$ cat src/rtl/pmc_pkg.sv
package pmc_pkg;

  localparam int DIV_W = 3;

  typedef struct packed {
    logic             lfin;
    logic             xtal;
    logic             pll;
    logic             periph;
    logic             core;
    logic [DIV_W-1:0] div;
  } pmc_ctrl_t;

  localparam logic [7:0] CTRL_RST = 8'h79;

endpackage

$ cat src/rtl/pmc_rst_sync.sv
module pmc_rst_sync (
  input  logic clk,
  input  logic rst_n,
  output logic rst_sync_n
);

  logic [1:0] sync_q;

  always_ff @(posedge clk or negedge rst_n) begin
    if (!rst_n) sync_q <= 2'b00;
    else        sync_q <= {sync_q[0], 1'b1};
  end

  assign rst_sync_n = sync_q[1];

endmodule

$ cat src/rtl/pmc_ctrl_reg.sv
module pmc_ctrl_reg
  import pmc_pkg::*;
(
  input  logic      clk,
  input  logic      rst_n,
  input  logic      wr,
  input  logic [7:0] wdata,
  input  logic      wake,
  output pmc_ctrl_t ctrl_q
);

  pmc_ctrl_t wr_val;
  pmc_ctrl_t ctrl_d;
  logic      ctrl_en;

  assign wr_val  = pmc_ctrl_t'(wdata);
  assign ctrl_en = wr | wake;

  // Next-state: write with dependency guards, then wake-up override
  always_comb begin
    ctrl_d = ctrl_q;
    if (wr) begin
      ctrl_d = wr_val;
      if (!wr_val.pll && (wr_val.periph || wr_val.core))
        ctrl_d.pll = ctrl_q.pll;
      if (!wr_val.periph && wr_val.core)
        ctrl_d.periph = ctrl_q.periph;
    end
    if (wake) begin
      ctrl_d.pll    = 1'b1;
      ctrl_d.periph = 1'b1;
      ctrl_d.core   = 1'b1;
    end
  end

  always_ff @(posedge clk or negedge rst_n) begin
    if (!rst_n)       ctrl_q <= pmc_ctrl_t'(CTRL_RST);
    else if (ctrl_en) ctrl_q <= ctrl_d;
  end

  // refused PLL clear leaves the PLL bit set
  p_pll_guard_r3: assert property (@(posedge clk) disable iff (!rst_n)
    (wr && !wake && !wdata[5] && (wdata[4] || wdata[3]) && ctrl_q.pll) |=> ctrl_q.pll);

  // refused peripheral clear leaves the peripheral bit set
  p_periph_guard_r4: assert property (@(posedge clk) disable iff (!rst_n)
    (wr && !wake && !wdata[4] && wdata[3] && ctrl_q.periph) |=> ctrl_q.periph);

  // wake-up restores the three active-mode bits
  p_wake_r5: assert property (@(posedge clk) disable iff (!rst_n)
    wake |=> (ctrl_q.pll && ctrl_q.periph && ctrl_q.core));

  // the divider field still follows a write during wake-up
  p_wake_div_r6: assert property (@(posedge clk) disable iff (!rst_n)
    (wr && wake) |=> (ctrl_q.div == $past(wdata[2:0])));

endmodule

$ cat src/rtl/pmc_core_gate.sv
module pmc_core_gate (
  input  logic clk,
  input  logic rst_n,
  input  logic core_req,
  output logic core_en
);

  logic dly_q;
  logic dly_d;

  assign dly_d = core_req;

  always_ff @(posedge clk or negedge rst_n) begin
    if (!rst_n) dly_q <= 1'b1;
    else        dly_q <= dly_d;
  end

  // Falling edge delayed by one cycle, rising edge immediate
  assign core_en = core_req | dly_q;

  // the enable survives the cycle in which the request falls
  p_core_hold_r7: assert property (@(posedge clk) disable iff (!rst_n)
    $fell(core_req) |-> core_en);

  // and is gone one cycle later unless the request came back
  p_core_drop_r7: assert property (@(posedge clk) disable iff (!rst_n)
    $fell(core_req) |=> (!core_en || core_req));

endmodule

$ cat src/rtl/pmc_clk_div.sv
module pmc_clk_div #(
  parameter int CODE_W   = 3,
  parameter int CODE_RST = 1
) (
  input  logic              clk,
  input  logic              rst_n,
  input  logic              run,
  input  logic [CODE_W-1:0] code,
  output logic              tick
);

  localparam int CNT_W = (1 << CODE_W) - 1;

  logic [CNT_W-1:0]  cnt_q, cnt_d;
  logic [CODE_W-1:0] code_q;
  logic [CNT_W-1:0]  lim;
  logic              wrap;
  logic              load;

  assign lim  = (CNT_W'(1) << code_q) - CNT_W'(1);
  assign wrap = (cnt_q == lim);
  assign load = !run || wrap;

  always_comb begin
    if (!run || wrap) cnt_d = '0;
    else              cnt_d = cnt_q + CNT_W'(1);
  end

  always_ff @(posedge clk or negedge rst_n) begin
    if (!rst_n) begin
      cnt_q  <= '0;
      code_q <= CODE_W'(CODE_RST);
    end else begin
      cnt_q <= cnt_d;
      if (load) code_q <= code;
    end
  end

  assign tick = run && (cnt_q == '0);

  // a pulse is a single cycle wide unless the rate is full
  p_pulse_width_r8: assert property (@(posedge clk) disable iff (!rst_n)
    (tick && code_q != '0) |=> !tick);

  // the active code only changes at a period boundary
  p_code_hold_r9: assert property (@(posedge clk) disable iff (!rst_n)
    (run && !wrap) |=> $stable(code_q));

  // the counter restarts at zero when the core returns
  p_restart_r10: assert property (@(posedge clk) disable iff (!rst_n)
    $rose(run) |-> tick);

endmodule

$ cat src/rtl/pwr_clkdiv_ctrl.sv
module pwr_clkdiv_ctrl
  import pmc_pkg::*;
(
  input  logic       clk,
  input  logic       rst_n,
  input  logic       bus_wr,
  input  logic [7:0] bus_wdata,
  output logic [7:0] bus_rdata,
  input  logic       wake_evt,
  output logic       lfin_en,
  output logic       xtal_en,
  output logic       pll_en,
  output logic       periph_en,
  output logic       core_en,
  output logic       core_clk_en
);

  localparam int DIV_RST = int'(CTRL_RST[DIV_W-1:0]);

  logic      rst_i_n;
  pmc_ctrl_t ctrl;
  logic      core_on;

  pmc_rst_sync u_rst (
    .clk        (clk),
    .rst_n      (rst_n),
    .rst_sync_n (rst_i_n)
  );

  pmc_ctrl_reg u_reg (
    .clk    (clk),
    .rst_n  (rst_i_n),
    .wr     (bus_wr),
    .wdata  (bus_wdata),
    .wake   (wake_evt),
    .ctrl_q (ctrl)
  );

  pmc_core_gate u_gate (
    .clk      (clk),
    .rst_n    (rst_i_n),
    .core_req (ctrl.core),
    .core_en  (core_on)
  );

  pmc_clk_div #(
    .CODE_W   (DIV_W),
    .CODE_RST (DIV_RST)
  ) u_div (
    .clk   (clk),
    .rst_n (rst_i_n),
    .run   (core_on),
    .code  (ctrl.div),
    .tick  (core_clk_en)
  );

  assign bus_rdata = ctrl;
  assign lfin_en   = ctrl.lfin;
  assign xtal_en   = ctrl.xtal;
  assign pll_en    = ctrl.pll;
  assign periph_en = ctrl.periph;
  assign core_en   = core_on;

endmodule

$ cat config.mk
export PLATFORM = sky130hd
export DESIGN_NAME = pwr_clkdiv_ctrl
export DESIGN_NICKNAME = d
export VERILOG_FILES = /design/src/rtl/pmc_pkg.sv /design/src/rtl/pmc_rst_sync.sv /design/src/rtl/pmc_ctrl_reg.sv /design/src/rtl/pmc_core_gate.sv /design/src/rtl/pmc_clk_div.sv /design/src/rtl/pwr_clkdiv_ctrl.sv
export SDC_FILE = /design/constraint.sdc
export NUM_CORES = 1
export LEC_CHECK = 0
export BUFFER_PORTS_ARGS = -buffer_cell sky130_fd_sc_hd__buf_2
export CAP_MARGIN = 5
export CELL_PAD_IN_SITES_DETAIL_PLACEMENT = 2
export CELL_PAD_IN_SITES_GLOBAL_PLACEMENT = 2
export CORE_UTILIZATION = 32
export CTS_CLUSTER_SIZE = 30
export DETAILED_ROUTE_END_ITERATION = 12
export HOLD_SLACK_MARGIN = 0.08
export PLACE_DENSITY_LB_ADDON = 0.1
export SETUP_SLACK_MARGIN = 0.4
export SLEW_MARGIN = 30
export SYNTH_ARGS = -nofsm -noshare
export SYNTH_HDL_FRONTEND = slang
export SYNTH_SLANG_ARGS = --single-unit
$ cat constraint.sdc
create_clock -name clk -period 1.3 [get_ports clk]
set_input_delay 0.13 -clock clk [delete_from_list [all_inputs] [get_ports clk]]
set_output_delay 0.13 -clock clk [all_outputs]
set_load 0.1 [all_outputs]
==> impl_metrics.ini, run 1 <==
[floorplan]
die_w_um = 59.3
ios = 26
std_cell_rows = 20
start_util = 0.341
die_area_mm2 = 0.00351
fp.dieH_um = 59.3
core_mm2 = 0.00308

[global_routing]
overflow = 0
antenna_found_initial = 0
grt_pass1_vias = 1105
grt_use_total = 0.259
grt_pass1_wl_um = 6330
grt_max_degree = 15

[yosys]
synth_ff_type = dfrtp_1
yosys_warnings = 0
synth_area_per_cell_um2 = 11.1
ys_ff_latch = 21
synth_area_mm2 = 0.00105
synth_nets = 109
ys_async_sr_fraction = 1.00
seq_area_frac_synth = 0.509
syn_inst = 95
synth-edff-count = 0
ys_types = 34

[finish]
syn2layout_area_growth_pct = 76.2
nets = 166
layout-drive-gt1-share = 0.556
layout_common_cells = buf_12, buf_4, buf_6
n_antenna_cell = 0
n_fill_cell = 292

[placed_design]
portBuffers = 25
post-place-ws_ps = -675
place_hpwl_um = 2220
place.gp.congestion = 0.826

[clocking]
clock-sinks = 21
h-tree-depth = 1
cts.clk_slew.worst_paths_ps = 140
cts_buffers = 3
clock_path_buffers = 2
ctsRootBufferMaster = clkbuf_4
clk_latency_ps = 330
cts_tree = built

[worst_setup_path]
worstSetupPathType = register to register
worstPathArrival_ps = 2270
crit_path_end_kind = register
cp_slowest_stage_delay_ps = 480
rrSetupSlack_ps = -760
crit_chain = or3_1 -> a21oi_1 -> a211oi_2 -> o31ai_4 -> mux2_4
cp_slowest_cell = dfrtp_2
critical_path_required_ps = 1510
start_kind = register
worstPathMaxFanout = 4

[power]
pwr_density_cell_mw_per_mm2 = 1920
leakagePower_nw = 0.834
ir_drop_mv = 1.06

[drt]
vias_per_cell = 5.01
first_iter_violations = 50
ant_nets = 0
vias = 977
drt-total-wl_um = 4340
wl_per_cell_um = 22.2
drc = 0
drtPass1Iterations = 4

[timing]
rsz0062_at_grt = true
finalSetupTns_ps = -7860
setup_viol = 20
maxSlewViolCount = 0
fin_crit_sh = 1.58
hold_violations = 0
clock-skew-final_ps = 12.3
max_freq_ghz = 0.486
min_period_ps = 2060
setup_slack_ps = -759

[status]
violations = setup timing
status = finished, violations left

[run]
cap_violations = 0

[worst_hold_path]
hold_class = register to async pin
-- final timing paths --
check / from / end / depth (start not counted)
max: u_div.code_q[2]$_DFFE_PN0P_ / u_div.code_q[2]$_DFFE_PN0P_ / 5
min: u_rst.sync_q[1]$_DFF_PN0_ / u_reg.ctrl_q[7]$_DFFE_PN0P_ / 0
max reg2reg: u_div.code_q[2]$_DFFE_PN0P_ / u_div.code_q[2]$_DFFE_PN0P_ / 5
min reg2reg: u_rst.sync_q[1]$_DFF_PN0_ / u_reg.ctrl_q[7]$_DFFE_PN0P_ / 0
max in group asynchronous: u_rst.sync_q[1]$_DFF_PN0_ / u_div.code_q[0]$_DFFE_PN1P_ / 1
min in group clk: bus_wr / u_reg.ctrl_q[3]$_DFFE_PN1N_ / 3
-- cells in the mapped netlist (2+ instances only) --
| cell type | count | share of area |
|---|---|---|
| dfstp_2 | 7 | 0.18 |
| a21oi_1 | 3 | 0.014 |
| nand2b_1 | 4 | 0.024 |
| nand3_1 | 3 | 0.014 |
| nor4_1 | 3 | 0.018 |
| xnor2_1 | 3 | 0.025 |
| nor2_1 | 8 | 0.029 |
| mux2_2 | 5 | 0.054 |
| nand2_1 | 4 | 0.014 |
| o21ai_0 | 4 | 0.019 |
| and3_1 | 2 | 0.012 |
| xor2_1 | 2 | 0.017 |
| dfrtp_1 | 14 | 0.33 |
| inv_1 | 4 | 0.014 |
| buf_4 | 5 | 0.036 |
| ha_1 | 2 | 0.024 |
| buf_2 | 2 | 0.0095 |
| clkbuf_1 | 2 | 0.0072 |
| mux2_4 | 3 | 0.043 |
-- per-stage QoR --
step	total power [W]	hold slack, ps	util	cells	cell area [um2]
4_1_cts	0.00324	98.1	0.570	189	1750
3_3_place_gp	0.00263	-85.1	0.482	170	1480
2_1_floorplan	0.00213	-166	-	95	1150
5_1_grt	0.00369	120	0.601	195	1850
3_5_place_dp	0.00271	-74.6	0.482	170	1480
6_report	0.00356	112	0.601	195	1850
-- state kept, by name (all words and copies together), names as in the netlist --
name and flops:
u_div.cnt_q 7, u_div.code_q 3, u_gate.dly_q 1, u_reg.ctrl_q 8, u_rst.sync_q 2
-- timing repair --
item,4_1_cts,5_1_grt
buffers inserted,6,6
gates resized for setup,28,13
hold buffers,9,0
cloned,0,0
hold endpoints to repair,10,0
endpoints found under the setup margin,24,30
pin swaps,2,2
-- cell families (layout without fill, tap and decap cells) --
kind of cell               count (synthesis)  count (layout)  share of synthesized area
AOI/OAI and AO/OA                         15              15                      0.107
xor gates and xnor gates                   5               5                     0.0417
adders and majority gates                  2               2                     0.0238
buffers and inverters                     13              69                     0.0667
DFF                                       21              21                      0.509
muxes                                      8               8                     0.0965
other                                      1               1                    0.00357
and+or+nand+nor                           30              30                      0.151
-- worst max-delay path, delay by kind of cell (launching register included) --
family,cells,cell delay (ps)
compound gates,3,660
flops,1,480
mux,1,340
simple gates,1,470
-- where the power goes --
part           switching, W  internal, W  total (W)
Combinational       0.00116     0.000950    0.00211
Clock              0.000238     0.000115   0.000354
Sequential         0.000238     0.000858    0.00110
Total               0.00163      0.00192    0.00356
-- routing by layer --
metal	vias to the layer above	wire, um	GRT usage
li1	442	-	-
met1	503	1850	0.309
met2	20	2300	0.485
met3	12	100	0.0306
met4	0	85	0.0714
met5	-	0	0
-- cell type report --
class                           instances  area, um2  area share
Clock buffer                            3       22.5      0.0122
Tap cell                               44       55.1      0.0298
Multi-Input combinational cell         61        513       0.277
Clock inverter                          1       5.00     0.00271
Inverter                                4       15.0     0.00812
Timing Repair Buffer                   61        677       0.366
Sequential cell                        21        562       0.304
Note: power is estimated with default switching activity, not from simulation.
==> run 2, diff against run 1 <==
Settings changed: PLACE_DENSITY from default to 0.74, PLACE_DENSITY_LB_ADDON 0.1 to default.
==> impl_metrics.ini, run 2 <==
[yosys]
syn_inst = 95
seq_area_frac_synth = 0.509
ys_async_sr_fraction = 1.00
yosysMostFrequentCell = dfrtp_1
ys_types = 34
synth_ff_type = dfrtp_1
synth_nets = 109
synth_top_area_cell = dfrtp_1
synth_commonest_cells = dfrtp_1, nor2_1, dfstp_2
synth_area_per_cell_um2 = 11.1
ys_ff_latch = 21
yosys_warnings = 0
synth_area_leaders = dfrtp_1, dfstp_2, mux2_2
synth-edff-count = 0
synth_area_mm2 = 0.00105
yosysTopAreaCellShare = 0.334

[placed_design]
post-place-ws_ps = -748
place.gp.congestion = 0.773
portBuffers = 25
dpl_cell_area_mm2 = 0.00151
place_hpwl_um = 2480

[status]
stop_stage = 5_1_grt
tool.error = [ERROR DPL-0033] detailed placement checks failed during check placement.
status = did not finish

[clocking]
clock_path_buffers = 2
ctsRootBufferMaster = clkbuf_4
clock-sinks = 21
h-tree-depth = 1
cts_buffers = 3

[timing]
crit_endpoint = u_div.code_q[1]$_DFFE_PN0P_/D
worstEpCategory = register data pin

[floorplan]
ios = 26
std_cell_rows = 20
die_w_um = 59.3
start_util = 0.341
fp.dieH_um = 59.3

[global_routing]
antenna_found_initial = 1
grt_max_degree = 17
==> run 2: cell counts after synthesis <==
Identical to the previous run, type by type.
==> run 2: repair_timing <==
action,in CTS
hold endpoints to repair,11
resized for setup,29
endpoints found under the setup margin,25
hold buffers,10
pin swaps,3
setup buffers,9
==> run 2: logic make-up after synthesis <==
| family | after synthesis | share of synthesized area |
|---|---|---|
| AO/OA/AOI/OAI | 15 | 0.107 |
| buffers and inverters | 13 | 0.0667 |
| flip-flops | 21 | 0.509 |
| other | 1 | 0.00357 |
| adder cells (fa/ha/maj) | 2 | 0.0238 |
| AND/OR/NAND/NOR | 30 | 0.151 |
| multiplexers | 8 | 0.0965 |
| XOR/XNOR | 5 | 0.0417 |
==> run 2: per-stage QoR <==
step	hold WS, ps	std cells
after detailed placement	-83.4	173
after global placement	-85.1	173
after CTS	94.5	196
after floorplan	-166	95
==> run 3, diff against run 2 <==
Settings changed: CELL_PAD_IN_SITES_DETAIL_PLACEMENT 2 to default, CELL_PAD_IN_SITES_GLOBAL_PLACEMENT 2 to default, CORE_AREA from default to 2 2 63 65, CORE_UTILIZATION 32 to default, CTS_CLUSTER_SIZE 30 to default, DIE_AREA from default to 0 0 65 67, HOLD_SLACK_MARGIN 0.08 to default, PLACE_DENSITY 0.74 to default, PLACE_DENSITY_LB_ADDON from default to 0.15, SETUP_SLACK_MARGIN 0.4 to default.
==> impl_metrics.ini, run 3 (same netlist as run 1, synthesis figures left out) <==
[floorplan]
fp.dieH_um = 67
std_cell_rows = 22
die_w_um = 65
ios = 26
start_util = 0.291
core_mm2 = 0.00361
die_area_mm2 = 0.00436

[finish]
layout-drive-gt1-share = 0.522
nets = 149
largest_registers = u_reg.ctrl_q: 8 flops, u_div.cnt_q: 7 flops, u_div.code_q: 3 flops
largest_reg_flops = 8
n_antenna_cell = 0
layout_common_cells = buf_2, buf_4, dfrtp_1
fin_area_mm2 = 0.00158
post-route-util = 0.439
largest-register = u_reg.ctrl_q
syn2layout_area_growth_pct = 50.9

[drt]
vias = 834
ant_nets = 0
first_iter_violations = 29
vias_per_cell = 4.58
drt-total-wl_um = 2370
drc = 0
drtPass1Iterations = 4
wl_per_cell_um = 13.0

[timing]
fin_crit_sh = 1.52
hold_violations = 0
max_freq_ghz = 0.505
maxSlewViolCount = 0
rsz0062_at_grt = true
setup_viol = 12
setup_slack_ps = -680
clock-skew-final_ps = 4.22
min_period_ps = 1980

[worst_setup_path]
crit_path_end_kind = register
rrSetupSlack_ps = -680
cp_top_family = compound AO/OA/AOI/OAI gates
cp_slowest_cell = dfstp_2
worstRegToRegCells = 5
crit_chain = or3b_1 -> a21oi_2 -> a211oi_2 -> o31ai_4 -> mux2_4
cp_slowest_stage_delay_ps = 550
cp_num_buf_inv = 0
worstSetupPathType = register to register
critical_path_required_ps = 1450
worstPathMaxFanout = 4
rr_endpoint = u_div.code_q[1]$_DFFE_PN0P_
worstReg2RegStart = u_div.code_q[0]$_DFFE_PN1P_
worstPathArrival_ps = 2130
start_kind = register

[global_routing]
grt_max_degree = 20
grt_use_total = 0.124
antenna_found_initial = 0
grt_pass1_vias = 848
grt_pass1_wl_um = 4000
overflow = 0

[worst_hold_path]
hold_class = primary input to register
whs_path_depth = 2
hp-start = bus_wdata[2]
hold_path_end = u_reg.ctrl_q[2]$_DFFE_PN0P_

[placed_design]
portBuffers = 25
place_hpwl_um = 1780
dpl_cell_area_mm2 = 0.00149
place.gp.congestion = 0.820

[clocking]
clock_path_buffers = 2
clock-sinks = 21
cts_buffers = 3
cts.clk_slew.worst_paths_ps = 80
cts_tree = built
ctsRootBufferMaster = clkbuf_8
clk_latency_ps = 260
h-tree-depth = 1

[power]
pwr_density_cell_mw_per_mm2 = 2010
ir_drop_mv = 0.897
leakagePower_nw = 0.706

[run]
cap_violations = 0

[status]
status = finished, violations left
violations = setup timing
run 3: worst reg2reg max path: stages (launching register included):
cell	delay, ps
dfstp_2	550
or3b_1	370
a21oi_2	160
a211oi_2	90
o31ai_4	380
mux2_4	330
run 3: metal layers:
layer | GRT usage | wire, um | part of all wire | vias up
li1 | - | - | - | 408
met1 | 0.165 | 1110 | 0.47 | 410
met2 | 0.196 | 1170 | 0.49 | 14
met3 | 0.0304 | 78 | 0.033 | 2
met4 | 0.0399 | 20 | 0.0084 | 0
met5 | 0 | 0 | 0 | -
run 3: where the power goes:
part | internal [W] | total (W) | switching (W) | leakage (nW)
clock network | 0.000218 | 0.000423 | 0.000205 | 0.0228
registers | 0.000847 | 0.00102 | 0.000170 | 0.243
logic | 0.000810 | 0.00174 | 0.000931 | 0.440
run 3: metrics by stage:
step,std cells,TNS (ps),setup slack (ps),power (W),hold slack [ps]
after floorplan,95,-5510,-668,0.00208,-166
after global placement,175,-5450,-577,0.00265,-85.6
after detailed placement,175,-5960,-631,0.00268,-83.1
after CTS,180,-6380,-643,0.00316,90.4
after global routing,182,-7480,-745,0.00342,88.9
final,182,-6650,-680,0.00318,101
run 3: layout make-up:
cell class,count,area [um2]
flip-flops and latches,21,547
fillers,340,2020
clock buffers,4,45.0
well taps,48,60.1
repair buffers,44,440
multi-input cells,61,477
inverters,4,15.0
run 3: timing repair:
item,4_1_cts,5_1_grt
setup buffers,0,3
endpoints found under the hold margin,2,0
hold buffers,1,0
pin swaps,1,3
setup endpoints to repair,12,12
resized for setup,4,3
run 3: how the worst max path moves through the flow:
stage	startpoint	end	slack (ps)	cells after the start
after global routing	u_div.code_q[0]$_DFFE_PN1P_	u_div.code_q[1]$_DFFE_PN0P_	-750	5
after CTS	u_div.code_q[0]$_DFFE_PN1P_	u_div.code_q[1]$_DFFE_PN0P_	-640	5
after detailed placement	u_div.code_q[0]$_DFFE_PN1P_	u_div.code_q[1]$_DFFE_PN0P_	-630	5
after floorplan	u_div.code_q[0]$_DFFE_PN1P_	u_div.code_q[1]$_DFFE_PN0P_	-670	5
after global placement	u_div.code_q[0]$_DFFE_PN1P_	u_div.code_q[2]$_DFFE_PN0P_	-580	5
final	u_div.code_q[0]$_DFFE_PN1P_	u_div.code_q[1]$_DFFE_PN0P_	-680	5
==> run 4, diff against run 3 <==
Clock period 1.3 ns to 2.1 ns, I/O delays scaled along.
==> impl_metrics.ini, run 4 (same netlist as run 1, synthesis figures left out) <==
[power]
leakagePower_nw = 0.576
ir_drop_mv = 0.438
pwr_density_cell_mw_per_mm2 = 1310

[worst_setup_path]
crit_chain = buf_4 -> nor4_1 -> and4b_2 -> buf_2
worstSetupPathType = register to output port
start_kind = register
cp_slowest_cell = buf_2
crit_path_end_kind = output port
worstPathMaxFanout = 5
worstPathArrival_ps = 1770
cp_slowest_stage_delay_ps = 420
critical_path_required_ps = 1890

[finish]
nets = 138
post-route-util = 0.357
syn2layout_area_growth_pct = 22.8
n_fill_cell = 370
layout_common_cells = buf_2, dfrtp_1, nor2_1
largest_registers = u_reg.ctrl_q: 8 flops, u_div.cnt_q: 7 flops, u_div.code_q: 3 flops
final_common_cell = buf_2
layout-drive-gt1-share = 0.431
largest_reg_flops = 8
regArea_um2 = 534
largest-register = u_reg.ctrl_q
n_antenna_cell = 0
fin_area_mm2 = 0.00129
multi_input_area_um2 = 447

[timing]
clock-skew-final_ps = 1.77
slew_headroom = 0.479
finalSetupTns_ps = 0
min_period_ps = 1980
timing.hold.ws_ps = 174
rsz0062_at_grt = false
max_freq_ghz = 0.506
max_slew.worst_pin.slew_ps = 782
setup_viol = 0
fin_crit_sh = 0.941
hold_violations = 0
maxSlewViolCount = 0

[clocking]
cts.clk_slew.worst_paths_ps = 70
clock-sinks = 21
cts_tree = built
h-tree-depth = 1
clock_path_buffers = 2
clk_latency_ps = 250
ctsRootBufferMaster = clkbuf_8
cts_buffers = 3

[global_routing]
antenna_found_initial = 0
grt_use_total = 0.111
grt_pass1_wl_um = 3610
grt_max_degree = 20
grt_pass1_vias = 774
overflow = 0

[placed_design]
dpl_cell_area_mm2 = 0.00123
portBuffers = 25
place_hpwl_um = 1560
place.gp.congestion = 0.709

[floorplan]
core_mm2 = 0.00361
fp.dieH_um = 67
ios = 26
start_util = 0.291
die_area_mm2 = 0.00436
std_cell_rows = 22
die_w_um = 65

[drt]
wl_per_cell_um = 12.0
vias = 780
drc = 0
ant_nets = 0
vias_per_cell = 4.56
drt-total-wl_um = 2060
drtPass1Iterations = 4
first_iter_violations = 14

[worst_hold_path]
hold_class = primary input to register

[status]
status = finished, final reports clean

[run]
cap_violations = 0
[run 4: cell types whose count changed in the layout (fill, tap and decap cells not counted), sizes merged]
cell | previous run | this run
buf | 43 | 32
[run 4: path summary, 6_finish.rpt]
path / slack, ps / end / start / cells after the start
worst min register to register: 330 / u_reg.ctrl_q[7]$_DFFE_PN0P_ / u_rst.sync_q[1]$_DFF_PN0_ / 0
max in group asynchronous: 1290 / u_div.cnt_q[6]$_DFF_PN0_ / u_rst.sync_q[1]$_DFF_PN0_ / 0
worst min-delay path: 170 / u_reg.ctrl_q[5]$_DFFE_PN1P_ / bus_wdata[5] / 3
worst max register to register: 170 / u_div.code_q[2]$_DFFE_PN0P_ / u_div.code_q[2]$_DFFE_PN0P_ / 7
worst max-delay path: 120 / core_clk_en / u_div.cnt_q[3]$_DFF_PN0_ / 4
min in group asynchronous: 260 / u_rst.sync_q[1]$_DFF_PN0_ / rst_n / 2
[run 4: per-layer routing]
| layer | GRT usage | wire length [um] |
|---|---|---|
| met1 | 0.149 | 960 |
| met2 | 0.165 | 975 |
| met3 | 0.0253 | 80 |
| met4 | 0.0559 | 44 |
| met5 | 0 | 0 |
[run 4: metrics by stage]
stage	setup WS (ps)	std cells	total power, W
after global routing	15.9	171	0.00184
after detailed placement	123	165	0.00144
after CTS	104	170	0.00170
final	123	171	0.00169
after floorplan	48.9	95	0.00127
after global placement	151	165	0.00143
[run 4: critical path, delay by kind of cell, from the launching register on]
family                 cells  cell delay, ps
buffers and inverters      2             580
flip-flops                 1             400
AND/OR/NAND/NOR            2             530
[run 4: power by group]
group / switching (W) / leakage (nW) / internal (W) / total [W]
combinational: 0.000454 / 0.309 / 0.000312 / 0.000766
clock: 0.000120 / 0.0228 / 0.000135 / 0.000255
sequential: 0.000146 / 0.244 / 0.000521 / 0.000667
[run 4: final cells by class]
| type | instances | share of cell area |
|---|---|---|
| inverters | 4 | 0.0117 |
| well taps | 48 | 0.0466 |
| multi-input cells | 61 | 0.347 |
| repair buffers | 33 | 0.146 |
| flip-flops and latches | 21 | 0.415 |
| clock buffers | 4 | 0.0350 |
[run 4: timing repair]
item | 4_1_cts | 5_1_grt
resized for setup | 0 | 0
hold endpoints to repair | 2 | 0
endpoints found under the setup margin | 0 | 2
hold buffers | 1 | 0
buffers inserted | 0 | 1
